==> config.mk <==
export PLATFORM = sky130hd
export DESIGN_NAME = spi_host_ctrl
export DESIGN_NICKNAME = d
export VERILOG_FILES = /design/src/rtl/spi_host_pkg.sv /design/src/rtl/spi_host_ctl.sv /design/src/rtl/spi_host_dp.sv /design/src/rtl/spi_host_ctrl.sv
export SDC_FILE = /design/constraint.sdc
export NUM_CORES = 1
export LEC_CHECK = 0
export ABC_AREA = 1
export BUFFER_PORTS_ARGS = -buffer_cell sky130_fd_sc_hd__buf_2
export CORE_AREA = 2 2 96 98
export CTS_BUF_LIST = sky130_fd_sc_hd__clkbuf_16
export DETAILED_ROUTE_END_ITERATION = 10
export DIE_AREA = 0 0 98 100
export GPL_TIMING_DRIVEN = 0
export PLACE_DENSITY_LB_ADDON = 0.25
export SYNTH_ARGS = -nofsm -noshare
export SYNTH_HDL_FRONTEND = slang
export SYNTH_SLANG_ARGS = --single-unit
==> constraint.sdc <==
create_clock -name clk -period 1.67 [get_ports clk]
set_clock_uncertainty 0.05 [all_clocks]
set_input_delay 0.2505 -clock clk [delete_from_list [all_inputs] [get_ports clk]]
set_output_delay 0.2505 -clock clk [all_outputs]
set_load 0.005 [all_outputs]
==> src/rtl/spi_host_pkg.sv <==
package spi_host_pkg;
  localparam int BUS_W   = 32;
  localparam int ADDR_W  = 5;
  localparam int WORD_W  = 16;
  localparam int BYTE_W  = 8;
  localparam int PRE_W   = 5;
  localparam int CFG_W   = PRE_W + 1;
  localparam int HALF_W  = PRE_W - 1;
  localparam int BITC_W  = $clog2(WORD_W);
  localparam int MIN_HALF = 2;

  localparam logic [ADDR_W-1:0] OFS_CTRL  = 5'h00;
  localparam logic [ADDR_W-1:0] OFS_CFG   = 5'h04;
  localparam logic [ADDR_W-1:0] OFS_TX    = 5'h08;
  localparam logic [ADDR_W-1:0] OFS_RX    = 5'h0C;
  localparam logic [ADDR_W-1:0] OFS_CAUSE = 5'h10;

  // strobes from the sequencer to the datapath
  typedef struct packed {
    logic loadWord;
    logic riseEdge;
    logic fallEdge;
    logic lastFall;
    logic word16;
  } shiftCmd_t;

  // prescale field to half-period length in system cycles
  function automatic logic [HALF_W-1:0] halfFromPrescale(input logic [PRE_W-1:0] pre);
    if (!pre[PRE_W-1] || pre[HALF_W-1:0] < HALF_W'(MIN_HALF))
      return HALF_W'(MIN_HALF);
    return pre[HALF_W-1:0];
  endfunction
endpackage

==> src/rtl/spi_host_ctl.sv <==
module spi_host_ctl
  import spi_host_pkg::*;
(
  input  logic             clk,
  input  logic             rstN,
  input  logic             startReq,
  input  logic             cfgWide,
  input  logic [PRE_W-1:0] cfgPrescale,
  output logic             busy,
  output shiftCmd_t        cmd
);
  logic [HALF_W-1:0] halfLat;
  logic [HALF_W-1:0] phaseCnt;
  logic [BITC_W-1:0] bitsLeft;
  logic              phaseHigh;
  logic              wideLat;
  logic              goNow;
  logic              phaseEnd;
  logic [HALF_W-1:0] halfNew;

  assign goNow    = startReq && !busy;
  assign phaseEnd = busy && (phaseCnt == '0);
  assign halfNew  = halfFromPrescale(cfgPrescale);

  always_comb begin
    cmd.loadWord = goNow;
    cmd.riseEdge = phaseEnd && !phaseHigh;
    cmd.fallEdge = phaseEnd && phaseHigh;
    cmd.lastFall = phaseEnd && phaseHigh && (bitsLeft == '0);
    cmd.word16   = goNow ? cfgWide : wideLat;
  end

  always_ff @(posedge clk or negedge rstN) begin
    if (!rstN) begin
      busy      <= 1'b0;
      halfLat   <= HALF_W'(MIN_HALF);
      phaseCnt  <= '0;
      bitsLeft  <= '0;
      phaseHigh <= 1'b0;
      wideLat   <= 1'b0;
    end else if (goNow) begin
      busy      <= 1'b1;
      halfLat   <= halfNew;
      phaseCnt  <= halfNew - 1'b1;
      bitsLeft  <= cfgWide ? BITC_W'(WORD_W - 1) : BITC_W'(BYTE_W - 1);
      phaseHigh <= 1'b0;
      wideLat   <= cfgWide;
    end else if (busy) begin
      if (phaseCnt != '0) begin
        phaseCnt <= phaseCnt - 1'b1;
      end else begin
        phaseCnt  <= halfLat - 1'b1;
        phaseHigh <= !phaseHigh;
        if (phaseHigh) begin
          if (bitsLeft == '0) busy <= 1'b0;
          else                bitsLeft <= bitsLeft - 1'b1;
        end
      end
    end
  end

  AST_HALF_RANGE: assert property (@(posedge clk) disable iff (!rstN)
    busy |-> (halfLat >= HALF_W'(MIN_HALF)));
  AST_FINISH_IDLE: assert property (@(posedge clk) disable iff (!rstN)
    cmd.lastFall |=> !busy);
  AST_START_BUSY: assert property (@(posedge clk) disable iff (!rstN)
    (startReq && !busy) |=> busy);
endmodule

==> src/rtl/spi_host_dp.sv <==
module spi_host_dp
  import spi_host_pkg::*;
(
  input  logic              clk,
  input  logic              rstN,
  input  logic [ADDR_W-1:0] regAddr,
  input  logic              regWrEn,
  input  logic [BUS_W-1:0]  regWdata,
  output logic [BUS_W-1:0]  regRdata,
  input  logic              busy,
  input  shiftCmd_t         cmd,
  output logic              startReq,
  output logic              cfgWide,
  output logic [PRE_W-1:0]  cfgPrescale,
  output logic              spiSclk,
  output logic              spiMosi,
  input  logic              spiMiso,
  output logic              spiCsN
);
  logic              csOn;
  logic [CFG_W-1:0]  cfgReg;
  logic [WORD_W-1:0] txReg;
  logic [WORD_W-1:0] rxReg;
  logic [WORD_W-1:0] txShift;
  logic [WORD_W-1:0] rxShift;
  logic              causeFlag;
  logic              sclkQ;
  logic              wrCtrl, wrCfg, wrTx, wrCause;
  logic              unusedWdata;

  assign unusedWdata = ^regWdata[BUS_W-1:WORD_W];

  assign wrCtrl  = regWrEn && (regAddr == OFS_CTRL);
  assign wrCfg   = regWrEn && (regAddr == OFS_CFG);
  assign wrTx    = regWrEn && (regAddr == OFS_TX);
  assign wrCause = regWrEn && (regAddr == OFS_CAUSE);

  assign startReq    = wrTx;
  assign cfgWide     = cfgReg[CFG_W-1];
  assign cfgPrescale = cfgReg[PRE_W-1:0];
  assign spiSclk     = sclkQ;
  assign spiMosi     = txShift[WORD_W-1];
  assign spiCsN      = !csOn;

  always_comb begin
    unique case (regAddr)
      OFS_CTRL:  regRdata = {{(BUS_W-2){1'b0}}, busy, csOn};
      OFS_CFG:   regRdata = {{(BUS_W-CFG_W){1'b0}}, cfgReg};
      OFS_TX:    regRdata = {{(BUS_W-WORD_W){1'b0}}, txReg};
      OFS_RX:    regRdata = {{(BUS_W-WORD_W){1'b0}}, rxReg};
      OFS_CAUSE: regRdata = {{(BUS_W-1){1'b0}}, causeFlag};
      default:   regRdata = '0;
    endcase
  end

  // register bank
  always_ff @(posedge clk or negedge rstN) begin
    if (!rstN) begin
      csOn   <= 1'b0;
      cfgReg <= '0;
      txReg  <= '0;
    end else begin
      if (wrCtrl) csOn <= regWdata[0];
      if (wrCfg)  cfgReg <= regWdata[CFG_W-1:0];
      if (wrTx && !busy) txReg <= regWdata[WORD_W-1:0];
    end
  end

  // completion flag: set by the last falling edge, cleared by a zero write
  always_ff @(posedge clk or negedge rstN) begin
    if (!rstN)                         causeFlag <= 1'b0;
    else if (cmd.lastFall)             causeFlag <= 1'b1;
    else if (wrCause && !regWdata[0])  causeFlag <= 1'b0;
  end

  // shift engine
  always_ff @(posedge clk or negedge rstN) begin
    if (!rstN) begin
      txShift <= '0;
      rxShift <= '0;
      rxReg   <= '0;
      sclkQ   <= 1'b0;
    end else begin
      if (cmd.loadWord) begin
        txShift <= cmd.word16 ? regWdata[WORD_W-1:0]
                              : {regWdata[BYTE_W-1:0], {(WORD_W-BYTE_W){1'b0}}};
        rxShift <= '0;
        sclkQ   <= 1'b0;
      end else if (cmd.riseEdge) begin
        sclkQ   <= 1'b1;
        rxShift <= {rxShift[WORD_W-2:0], spiMiso};
      end else if (cmd.fallEdge) begin
        sclkQ   <= 1'b0;
        txShift <= {txShift[WORD_W-2:0], 1'b0};
      end
      if (cmd.lastFall)
        rxReg <= cmd.word16 ? rxShift
                            : {{(WORD_W-BYTE_W){1'b0}}, rxShift[BYTE_W-1:0]};
    end
  end

  AST_SCLK_IDLE_LOW: assert property (@(posedge clk) disable iff (!rstN)
    !busy |-> !spiSclk);
  AST_MOSI_HOLD_HIGH: assert property (@(posedge clk) disable iff (!rstN)
    (spiSclk && $past(spiSclk)) |-> $stable(spiMosi));
  AST_CS_WRITE: assert property (@(posedge clk) disable iff (!rstN)
    wrCtrl |=> (spiCsN == !$past(regWdata[0])));
  AST_CAUSE_CLEAR: assert property (@(posedge clk) disable iff (!rstN)
    (wrCause && !regWdata[0] && !cmd.lastFall) |=> !causeFlag);
  AST_CAUSE_AT_END: assert property (@(posedge clk) disable iff (!rstN)
    cmd.lastFall |=> causeFlag);
endmodule

==> src/rtl/spi_host_ctrl.sv <==
module spi_host_ctrl
  import spi_host_pkg::*;
(
  input  logic              clk,
  input  logic              rstN,
  input  logic [ADDR_W-1:0] regAddr,
  input  logic              regWrEn,
  input  logic [BUS_W-1:0]  regWdata,
  output logic [BUS_W-1:0]  regRdata,
  output logic              spiSclk,
  output logic              spiMosi,
  input  logic              spiMiso,
  output logic              spiCsN
);
  shiftCmd_t        cmd;
  logic             busy;
  logic             startReq;
  logic             cfgWide;
  logic [PRE_W-1:0] cfgPrescale;

  spi_host_ctl uCtl (
    .clk         (clk),
    .rstN        (rstN),
    .startReq    (startReq),
    .cfgWide     (cfgWide),
    .cfgPrescale (cfgPrescale),
    .busy        (busy),
    .cmd         (cmd)
  );

  spi_host_dp uDp (
    .clk         (clk),
    .rstN        (rstN),
    .regAddr     (regAddr),
    .regWrEn     (regWrEn),
    .regWdata    (regWdata),
    .regRdata    (regRdata),
    .busy        (busy),
    .cmd         (cmd),
    .startReq    (startReq),
    .cfgWide     (cfgWide),
    .cfgPrescale (cfgPrescale),
    .spiSclk     (spiSclk),
    .spiMosi     (spiMosi),
    .spiMiso     (spiMiso),
    .spiCsN      (spiCsN)
  );
endmodule

==> results of run 1 <==
## area by class of cell
class,count,area [µm²]
fillers,775,3590
repair buffers,60,430
clock inverters,7,32.5
multi-input cells,336,1740
clock buffers,9,225
flip-flops and latches,88,2200
well taps,111,139
inverters,72,275
plain buffers,32,251
## final timing paths
kind	start	endpoint	slack [ns]	depth (start not counted)
setup reg to reg	uCtl.phaseCnt[0]$_DFFE_PN0P_	uDp.rxReg[7]$_DFFE_PN0P_	0.03	9
hold reg to reg	uCtl.bitsLeft[2]$_DFFE_PN0P_	uCtl.bitsLeft[2]$_DFFE_PN0P_	0.43	1
min in group asynchronous	rstN	uDp.rxReg[11]$_DFFE_PN0P_	0.42	2
max in group asynchronous	rstN	uCtl.halfLat[1]$_DFFE_PN1N_	0.47	3
hold / removal	spiMiso	uDp.rxShift[0]$_DFFE_PN0P_	0.08	3
setup / recovery	regAddr[1]	regRdata[13]	0.03	8
## cell families (layout without fill, tap and decap cells)
group                    Yosys count  after routing
AO/OA/AOI/OAI                    109            109
XOR/XNOR                           1              1
adder cells (fa/ha/maj)            3              3
buffers and inverters            105            180
flip-flops                        88             88
multiplexers                       1              1
other                              1             16
AND/OR/NAND/NOR                  205            206
## state kept, by name, indices dropped and copies added (netlist names), 4 cells and up
name / flops
uCtl.halfLat: 4
uDp.rxShift: 16
uDp.txReg: 16
uCtl.bitsLeft: 4
uDp.txShift: 16
uDp.cfgReg: 6
uCtl.phaseCnt: 4
uDp.rxReg: 16
## repair_timing
item                                   in CTS  in global routing
setup endpoints to repair                  70                 69
setup buffers                               9                  5
cloned                                      0                  3
pin swaps                                   8                 12
hold buffers                                1                  0
endpoints found under the hold margin      44                  0
gates resized for setup                    20                 42
## routing by layer
| layer | global-route usage, % | wire (µm) |
|---|---|---|
| met5 | 0 | 0 |
| met4 | 6.94 | 184 |
| met2 | 35.4 | 5210 |
| met1 | 32.0 | 4900 |
| met3 | 4.67 | 599 |
## synth_stat cells, types with 2 or more instances
cell type  count  area, µm²
nand2_1      147        552
dfrtp_1       87       2180
inv_1         64        240
o21ai_0       45        225
o21ai_1       23        115
nand3_1       22        110
nor2_1        18       67.6
buf_4         17        128
o22ai_1       11       68.8
a21oi_1        9       45.0
inv_2          8       30.0
buf_2          7       35.0
a22oi_1        6       45.0
clkbuf_1       6       22.5
a31oi_1        5       31.3
nand4_1        5       31.3
nor2_4         4       45.0
o211ai_1       4       30.0
ha_1           3       37.5
nand2_2        3       18.8
buf_6          2       22.5
nor2_2         2       12.5
## power groups by stage
stage	sequential, mW	combinational (mW)	clock, mW
floorplan	2.23	0.124	0
global placement	2.24	0.235	0
detailed placement	2.24	0.248	0
CTS	2.21	0.253	1.80
global route	2.21	0.297	1.90
finish	2.21	0.260	1.78
## through the flow
step	power [mW]	instance area, µm²	hold WS (ns)
after floorplan	2.36	4300	-0.0951
after global routing	4.41	5300	0.111
after global placement	2.48	4650	0.410
after CTS	4.26	5060	0.0754
after detailed placement	2.49	4680	0.246
final	4.25	5300	0.0767
## worst max-delay path: cells and delay by family
kind,cells,cell delay (ns)
buffers and inverters,3,0.52
AND/OR/NAND/NOR,4,0.46
AO/OA/AOI/OAI,1,0.11
==> results.md, run 1 <==
* Worst Slack Setup Final at 0.0271 ns
* Initial antenna violation count at 0
* Vias at 3,729
* Worst setup EP type: output port
* CTS Root Cell: clkbuf_16
* Worst-path cell chain: buf_6 -> nor2_4 -> nand2_2 -> nor2_4 -> clkbuf_4 -> nand2_1 -> o21ai_0 -> buf_2
* First-pass GRT wire length at 17,500 µm
* Mapped cell area at 4240 µm²
* Synth Area in Adders at 0.885%
* Register area share after synthesis at 52.0%
* Pwr Density at 802 nW/µm²
* Leak at 2.80 nW
* Ys flop type: dfrtp_1
* Nets at 643
* CP arrival at 1.34 ns
* Post-synthesis xor/xnor area fraction at 0.207%
* Clk_lat worst skew at 0.33 ns
* WL final at 10,900 µm
* Main combinational cell family by area after synthesis: simple AND/OR/NAND/NOR gates
* Util after Layout at 59.6%
* Pre-CTS worst setup slack at -0.457 ns
* Kind of critical path: input port to output port
* Commonest non-fill, non-tap cell in the layout: nand2_1
* Asr flop ratio synth at 100%
* FF+latch count, synth at 88
* Crit path max fanout at 10
* Number of routed nets with antenna violations at 0
* Worst Tran Pin Value at 0.602 ns
* CTS sink cnt at 88
* Cts bufs inserted at 9
* Hold crit path type: input port to register
* Critical Path Source Type: input port
* Proportion of synthesized area in mux cells at 0.266%
* Final min period at 1.64 ns
* Share of power burned in registers at 51.9%
* Final setup violation count at 0
* Most frequent cells in the layout: nand2_1, dfrtp_1, inv_1, buf_2, o21ai_0
* Total GRT Usage at 22.6%
* Core area at 8890 µm²
* Clk slew on worst S/H paths at 0.06 ns
* Die span in x at 98 µm
* Vias in the first global route at 3,458
* Worst EP required at 1.37 ns
* Status: completed
* Sw frac at 23.4%
* Global route overflow at 0
* Die height at 100 µm
* Syn avg cell area at 8.27 µm²
* Max-Cap Viols at 0
* Clk buf depth at 2
* Area Overhead vs Synth at 24.9%
* Residual DRC count at 0
* Post-synth EDFFs at 0
* Initial DRT Pass Iterations at 5
* Mapped Cells at 513
* # placed instances at 682
* Row cnt at 35
* CTS tree: yes
* Switch Pwr at 0.996 mW
* Non-Filler Instances at 715
* Iteration-0 DRC Markers at 244
* Via-per-instance ratio at 5.22
* Max_slew headroom at 59.9%
* Netlist cell types at 37
* Clk pwr share at 41.9%
* Share of layout cells above drive strength 1 at 25.0%
* Number of diodes at 0
* Htree depth at 3
* Compound-Gate Fraction of Synth Area at 14.4%
* Simple-Gate Fraction of Synth Area at 20.5%
* RSZ-0062 raised after global routing: true
* Post-DP HPWL at 7660 µm
* Slowest stage cell, crit path: clkbuf_4
* Most common cell on crit path: nor2_4
* Max stage delay on crit path at 0.26 ns
* DIE AREA at 9800 µm²
* Slew Viols, Final at 0
* Comb pwr share at 6.1%
* P_int at 3.25 mW
* Synthesis Warnings at 0
* Total negative slack at 0 ns
* Routed WL per cell at 15.2 µm
* Fmax at 609 MHz
* I/O Buffers at 42
* GP Congestion at 0.826
* Io pins at 76
* Maximum vdd drop at 466 µV
* Fin. Hold Viols at 0
* Initial Utilization at 47.7%
* Largest net degree at the start of global routing at 46
* Final Cycle Share at 98.4%
Power figures use the tool's default switching activity.
==> run 2: changes to the inputs <==
- CTS_CLUSTER_SIZE: default -> 25
- PLACE_DENSITY: default -> 0.82
- PLACE_DENSITY_LB_ADDON: 0.25 -> default
==> run 2 against run 1 <==
Compared with the run above:
- the flow now finishes with violations (setup timing)
- register-to-register slack lost 0.03 ns
- critical path depth increased by 1
- wire length up 11%
- final area is 4.1% higher
- worst hold slack gained 0.024 ns
- non-clock buffer count increased by 15
- final cell count up 2.1%
- largest cell class unchanged
==> results.md, run 2 (synthesized netlist as in run 1, its figures left out) <==
* Clk buf depth at 2 (unchanged)
* Slew Viols, Final at 0 (unchanged)
* Total negative slack at -0.00405 ns (was 0 ns)
* Number of diodes at 0 (unchanged)
* Pwr Density at 780 nW/µm² (was 802 nW/µm²)
* Die height at 100 µm (unchanged)
* WHS Endpoint: uDp.rxShift[0]$_DFFE_PN0P_ (unchanged)
* Flop-to-flop setup slack at -0.004 ns (was 0.03 ns)
* CP arrival at 1.89 ns (was 1.34 ns)
* First-pass GRT wire length at 17,900 µm (was 17,500 µm)
* RSZ-0062 raised after global routing: true (unchanged)
* Max-Cap Viols at 0 (unchanged)
* Iteration-0 DRC Markers at 341 (was 244)
* Fin. Hold Viols at 0 (unchanged)
* FF-to-FF End: uDp.rxReg[14]$_DFFE_PN0P_ (was uDp.rxReg[7]$_DFFE_PN0P_)
* Initial Utilization at 47.7% (unchanged)
* DIE AREA at 9800 µm² (unchanged)
* Core area at 8890 µm² (unchanged)
* Number of routed nets with antenna violations at 0 (unchanged)
* Share of layout cells above drive strength 1 at 29.4% (was 25.0%)
* Nets at 658 (was 643)
* Leak at 2.89 nW (was 2.80 nW)
* CTS tree: yes (unchanged)
* Maximum vdd drop at 661 µV (was 466 µV)
* Worst setup EP type: register (was output port)
* Residual DRC count at 0 (unchanged)
* Global route overflow at 0 (unchanged)
* Failing checks: setup timing
* CTS sink cnt at 88 (unchanged)
* Worst R2R Path Depth at 9 (unchanged)
* RR Startpoint: uCtl.phaseCnt[2]$_DFFE_PN0P_ (was uCtl.phaseCnt[0]$_DFFE_PN0P_)
* Fmax at 597 MHz (was 609 MHz)
* Clk_lat worst skew at 0.34 ns (was 0.33 ns)
* Hold crit path type: input port to register (unchanged)
* Post-DP HPWL at 7710 µm (was 7660 µm)
* Crit path max fanout at 10 (unchanged)
* Total GRT Usage at 23.1% (was 22.6%)
* Total design power at 4.30 mW (was 4.25 mW)
* Initial DRT Pass Iterations at 5 (unchanged)
* Worst Hold Depth at 3 (unchanged)
* Commonest non-fill, non-tap cell in the layout: nand2_1 (unchanged)
* Io pins at 76 (unchanged)
* Row cnt at 35 (unchanged)
* Htree depth at 3 (unchanged)
* Vias at 3,995 (was 3,729)
* Critical Path Source Type: register (was input port)
* Worst Slack Setup Final at -0.00405 ns (was 0.0271 ns)
* Routed WL per cell at 16.6 µm (was 15.2 µm)
* Kind of critical path: register to register (was input port to output port)
* Clk slew on worst S/H paths at 0.07 ns (was 0.06 ns)
* Die span in x at 98 µm (unchanged)
* Initial antenna violation count at 0 (unchanged)
* I/O Buffers at 42 (unchanged)
* Hold Path Origin: spiMiso (unchanged)
* Final min period at 1.67 ns (was 1.64 ns)
* Worst EP required at 1.88 ns (was 1.37 ns)
* Most frequent cells in the layout: nand2_1, dfrtp_1, inv_1, buf_2, o21ai_0 (unchanged)
* Status: finished with violations (was completed)
* WL final at 12,100 µm (was 10,900 µm)
* Final Cycle Share at 100% (was 98.4%)
* Area Overhead vs Synth at 30.0% (was 24.9%)
* Cts bufs inserted at 9 (unchanged)
* Vias in the first global route at 3,706 (was 3,458)
* GP Congestion at 0.888 (was 0.826)
* Via-per-instance ratio at 5.47 (was 5.22)
* Largest net degree at the start of global routing at 57 (was 46)
* Final setup violation count at 1 (was 0)
* CTS Root Cell: clkbuf_16 (unchanged)
* Util after Layout at 62.0% (was 59.6%)
## run 2: changes by cell type in the layout (fill, tap and decap cells not counted), sizes merged
cell,change
clkinvlp,+1
buf,+16
clkinv,+1
inv,-2
clkbuf,-1
## run 2: layer usage
layer / up-vias / global-route usage, % / wire [µm]
li1: 1825 / - / -
met1: 1946 / 29.6 / 4800
met2: 187 / 38.0 / 6080
met3: 37 / 6.20 / 845
met4: 0 / 8.33 / 365
met5: - / 0 / 0
## run 2: worst max path at each step
| stage | start | end |
|---|---|---|
| after floorplan | regAddr[1] | uCtl.phaseCnt[2]$_DFFE_PN0P_ |
| after global placement | uCtl.phaseCnt[2]$_DFFE_PN0P_ | uDp.rxReg[7]$_DFFE_PN0P_ |
| after detailed placement | uCtl.phaseCnt[2]$_DFFE_PN0P_ | uDp.rxReg[7]$_DFFE_PN0P_ |
| after CTS | uCtl.phaseCnt[0]$_DFFE_PN0P_ | uDp.rxReg[7]$_DFFE_PN0P_ |
| after global routing | regAddr[0] | regRdata[4] |
| final | uCtl.phaseCnt[2]$_DFFE_PN0P_ | uDp.rxReg[14]$_DFFE_PN0P_ |
## run 2: timing repair
| action | CTS | global route |
|---|---|---|
| buffers inserted | 15 | 11 |
| cloned | 0 | 5 |
| pin swaps | 9 | 17 |
| endpoints found under the setup margin | 74 | 74 |
| hold endpoints to repair | 32 | 0 |
| resized for setup | 27 | 66 |
| hold buffers | 1 | 0 |
## run 2: cell type report
| cell class | count | area [µm²] |
|---|---|---|
| Clock inverter | 7 | 41.3 |
| Multi-Input combinational cell | 336 | 1780 |
| Fill cell | 722 | 3380 |
| Timing Repair Buffer | 74 | 569 |
| Buffer | 33 | 277 |
| Tap cell | 111 | 139 |
| Clock buffer | 9 | 225 |
| Inverter | 72 | 283 |
| Sequential cell | 88 | 2200 |
## run 2: stage by stage
stage	setup slack (ns)	instance area [µm²]	hold WS, ns	cells
after global placement	-0.433	4650	0.410	681
after CTS	-0.00674	5150	0.0949	714
after global routing	-0.0863	5510	0.103	730
after floorplan	0.0685	4300	-0.0951	528
final	-0.00405	5510	0.100	730
after detailed placement	-0.499	4680	0.180	682
## run 2: power breakdown
| part | switching, mW | leakage, nW | internal [mW] | total, mW |
|---|---|---|---|---|
| clock | 0.828 | 0.134 | 0.994 | 1.82 |
| sequential | 0.0329 | 1.02 | 2.17 | 2.20 |
| combinational | 0.170 | 1.73 | 0.104 | 0.274 |
## run 2: critical path, cell delays in order, from the launching register on
cell and delay, ns:
dfrtp_1 0.40, nor2_2 0.15, nand2_2 0.11, nor2_4 0.21
nand2_4 0.10, nor2_4 0.15, buf_6 0.15, buf_8 0.13
nand3_2 0.07, o21ai_1 0.07
==> run 3: changes to the inputs <==
- CORE_AREA: 2 2 96 98 -> 2 2 122 77
- DIE_AREA: 0 0 98 100 -> 0 0 124 79
- GPL_TIMING_DRIVEN: 0 -> 1
==> run 3 against run 2 <==
Compared with the run above:
- the run now ends clean
- combinational power down 7%
- non-clock buffer count fell by 17
- clock power up 16%
- core utilization decreased by 1.9 points
- critical path depth is 2 lower
- maximum frequency is 1.6% higher
- power is 6.2% higher
- register-to-register slack gained 0.03 ns
- largest cell class unchanged
==> results.md, run 3 (synthesized netlist as in run 1, its figures left out) <==
* First-pass GRT wire length at 17,500 µm (was 17,900 µm)
* Initial antenna violation count at 0 (unchanged)
* I/O Buffers at 43 (was 42)
* Row cnt at 27 (was 35)
* Worst Slack Setup Final at 0.0218 ns (was -0.00405 ns)
* Residual DRC count at 0 (unchanged)
* RSZ-0062 raised after global routing: true (unchanged)
* Max-Cap Viols at 0 (unchanged)
* GP Congestion at 0.935 (was 0.888)
* Global route overflow at 0 (unchanged)
* Die span in x at 124 µm (was 98 µm)
* Util after Layout at 60.1% (was 62.0%)
* Nets at 640 (was 658)
* Total GRT Usage at 23.9% (was 23.1%)
* Final setup violation count at 0 (was 1)
* Routed WL per cell at 15.1 µm (was 16.6 µm)
* Fin. Hold Viols at 0 (unchanged)
* Worst setup EP type: register (unchanged)
* DIE AREA at 9800 µm² (about the same)
* Via-per-instance ratio at 5.25 (was 5.47)
* Final Cycle Share at 98.7% (was 100%)
* Number of routed nets with antenna violations at 0 (unchanged)
* Status: completed (was finished with violations)
* Cts bufs inserted at 9 (unchanged)
* Die height at 79 µm (was 100 µm)
* Pre-CTS worst setup slack at -0.118 ns (was -0.499 ns)
* Switch Pwr at 1.01 mW (was 1.03 mW)
* Clk buf depth at 2 (unchanged)
* Worst R2R Path Depth at 7 (was 9)
* Hold crit path type: input port to register (unchanged)
* Slew Viols, Final at 0 (unchanged)
* Final min period at 1.65 ns (was 1.67 ns)
* Comb pwr share at 5.6% (was 6.4%)
* Design area at 5280 µm² (was 5510 µm²)
* Crit path max fanout at 3 (was 10)
* Most frequent cells in the layout: nand2_1, dfrtp_1, inv_1, o21ai_0, buf_2 (was nand2_1, dfrtp_1, inv_1, buf_2, o21ai_0)
* Leak at 2.78 nW (was 2.89 nW)
* Maximum vdd drop at 706 µV (was 661 µV)
* Sw frac at 22.1% (was 24.0%)
* Share of power burned in registers at 48.2% (was 51.3%)
* CP arrival at 1.82 ns (was 1.89 ns)
* CTS tree: yes (unchanged)
* RR Startpoint: uCtl.phaseCnt[0]$_DFFE_PN0P_ (was uCtl.phaseCnt[2]$_DFFE_PN0P_)
* Area Overhead vs Synth at 24.5% (was 30.0%)
* Non-Filler Instances at 717 (was 730)
* Vias at 3,761 (was 3,995)
* WHS Endpoint: uDp.rxShift[0]$_DFFE_PN0P_ (unchanged)
* Initial Utilization at 48.3% (was 47.7%)
* Flop-to-flop setup slack at 0.02 ns (was -0.004 ns)
* Critical Path Source Type: register (unchanged)
* FF-to-FF End: uDp.txShift[15]$_DFFE_PN0P_ (was uDp.rxReg[14]$_DFFE_PN0P_)
* WL final at 10,800 µm (was 12,100 µm)
* Number of diodes at 0 (unchanged)
* Commonest non-fill, non-tap cell in the layout: nand2_1 (unchanged)
* # placed instances at 697 (was 682)
* Largest net degree at the start of global routing at 32 (was 57)
* Worst Hold Depth at 3 (unchanged)
* Share of layout cells above drive strength 1 at 23.8% (was 29.4%)
* Post-DP HPWL at 8070 µm (was 7710 µm)
* Htree depth at 3 (unchanged)
* Io pins at 76 (unchanged)
* Iteration-0 DRC Markers at 315 (was 341)
* CTS sink cnt at 88 (unchanged)
* P_int at 3.56 mW (was 3.27 mW)
* Vias in the first global route at 3,584 (was 3,706)
* Kind of critical path: register to register (unchanged)
* Core area at 8780 µm² (was 8890 µm²)
* Hold Path Origin: spiMiso (unchanged)
* Clk_lat worst skew at 0.34 ns (about the same)
* Total negative slack at 0 ns (was -0.00405 ns)
* Fmax at 607 MHz (was 597 MHz)
* Placed cell area at 4820 µm² (was 4680 µm²)
* Pwr Density at 866 nW/µm² (was 780 nW/µm²)
* Clk pwr share at 46.2% (was 42.4%)
* Clk slew on worst S/H paths at 0.06 ns (was 0.07 ns)
* Initial DRT Pass Iterations at 6 (was 5)
* Worst EP required at 1.84 ns (was 1.88 ns)
* CTS Root Cell: clkbuf_16 (unchanged)
run 3: cell types whose count changed in the layout (fill, tap and decap cells not counted), moves of 6 or more:
cell     before  now
nand3_1      13   21
nand2_1     133  141
buf_8         6    0
nand2_2      14    8
nand3_2       9    1
o21ai_2       8    2
run 3: cell type report:
| cell class | count | area (µm²) |
|---|---|---|
| Multi-Input combinational cell | 335 | 1670 |
| Tap cell | 116 | 145 |
| Clock buffer | 9 | 225 |
| Fill cell | 753 | 3510 |
| Inverter | 72 | 275 |
| Clock inverter | 7 | 87.6 |
| Timing Repair Buffer | 90 | 667 |
| Sequential cell | 88 | 2200 |
run 3: how the worst max path moves through the flow:
stage,start,endpoint,cells after the start
2_1_floorplan,regAddr[1],uCtl.phaseCnt[2]$_DFFE_PN0P_,10
3_3_place_gp,regAddr[1],uDp.txShift[14]$_DFFE_PN0P_,14
3_5_place_dp,regAddr[1],uDp.txShift[14]$_DFFE_PN0P_,14
4_1_cts,regAddr[1],regRdata[1],9
5_1_grt,uCtl.phaseCnt[2]$_DFFE_PN0P_,uCtl.bitsLeft[0]$_DFFE_PN0P_,8
6_report,uCtl.phaseCnt[0]$_DFFE_PN0P_,uDp.txShift[15]$_DFFE_PN0P_,7
run 3: layer usage:
metal | vias up | GRT usage [%] | routed length (µm)
li1 | 1790 | - | -
met1 | 1778 | 33.9 | 5050
met2 | 175 | 35.5 | 4700
met3 | 18 | 7.47 | 942
met4 | 0 | 6.52 | 140
met5 | - | 0 | 0
run 3: timing repair:
action,in CTS,in global routing
endpoints found under the hold margin,24,0
resized for setup,7,28
hold buffers,1,0
buffers inserted,2,1
pin swaps,3,10
endpoints found under the setup margin,54,65
run 3: critical path: stages, from the launching register on:
cell     delay, ns
dfrtp_1       0.39
nor2_2        0.17
nand2_2       0.10
nor2_2        0.20
nand2_2       0.14
buf_4         0.15
o21ai_0       0.23
a21oi_2       0.09
run 3: per-stage QoR:
stage                     power, mW  hold slack, ns
after floorplan                2.36         -0.0951
after global routing           4.73          0.0921
after detailed placement       2.48           0.156
after CTS                      4.59          0.0794
after global placement         2.47           0.150
final                          4.57          0.0829
run 3: power groups by stage:
| stage | logic [mW] | clock network [mW] | registers [mW] |
|---|---|---|---|
| final | 0.255 | 2.11 | 2.20 |
| after global routing | 0.288 | 2.24 | 2.21 |
| after detailed placement | 0.242 | 0 | 2.24 |
| after global placement | 0.231 | 0 | 2.24 |
| after floorplan | 0.124 | 0 | 2.23 |
| after CTS | 0.246 | 2.14 | 2.20 |
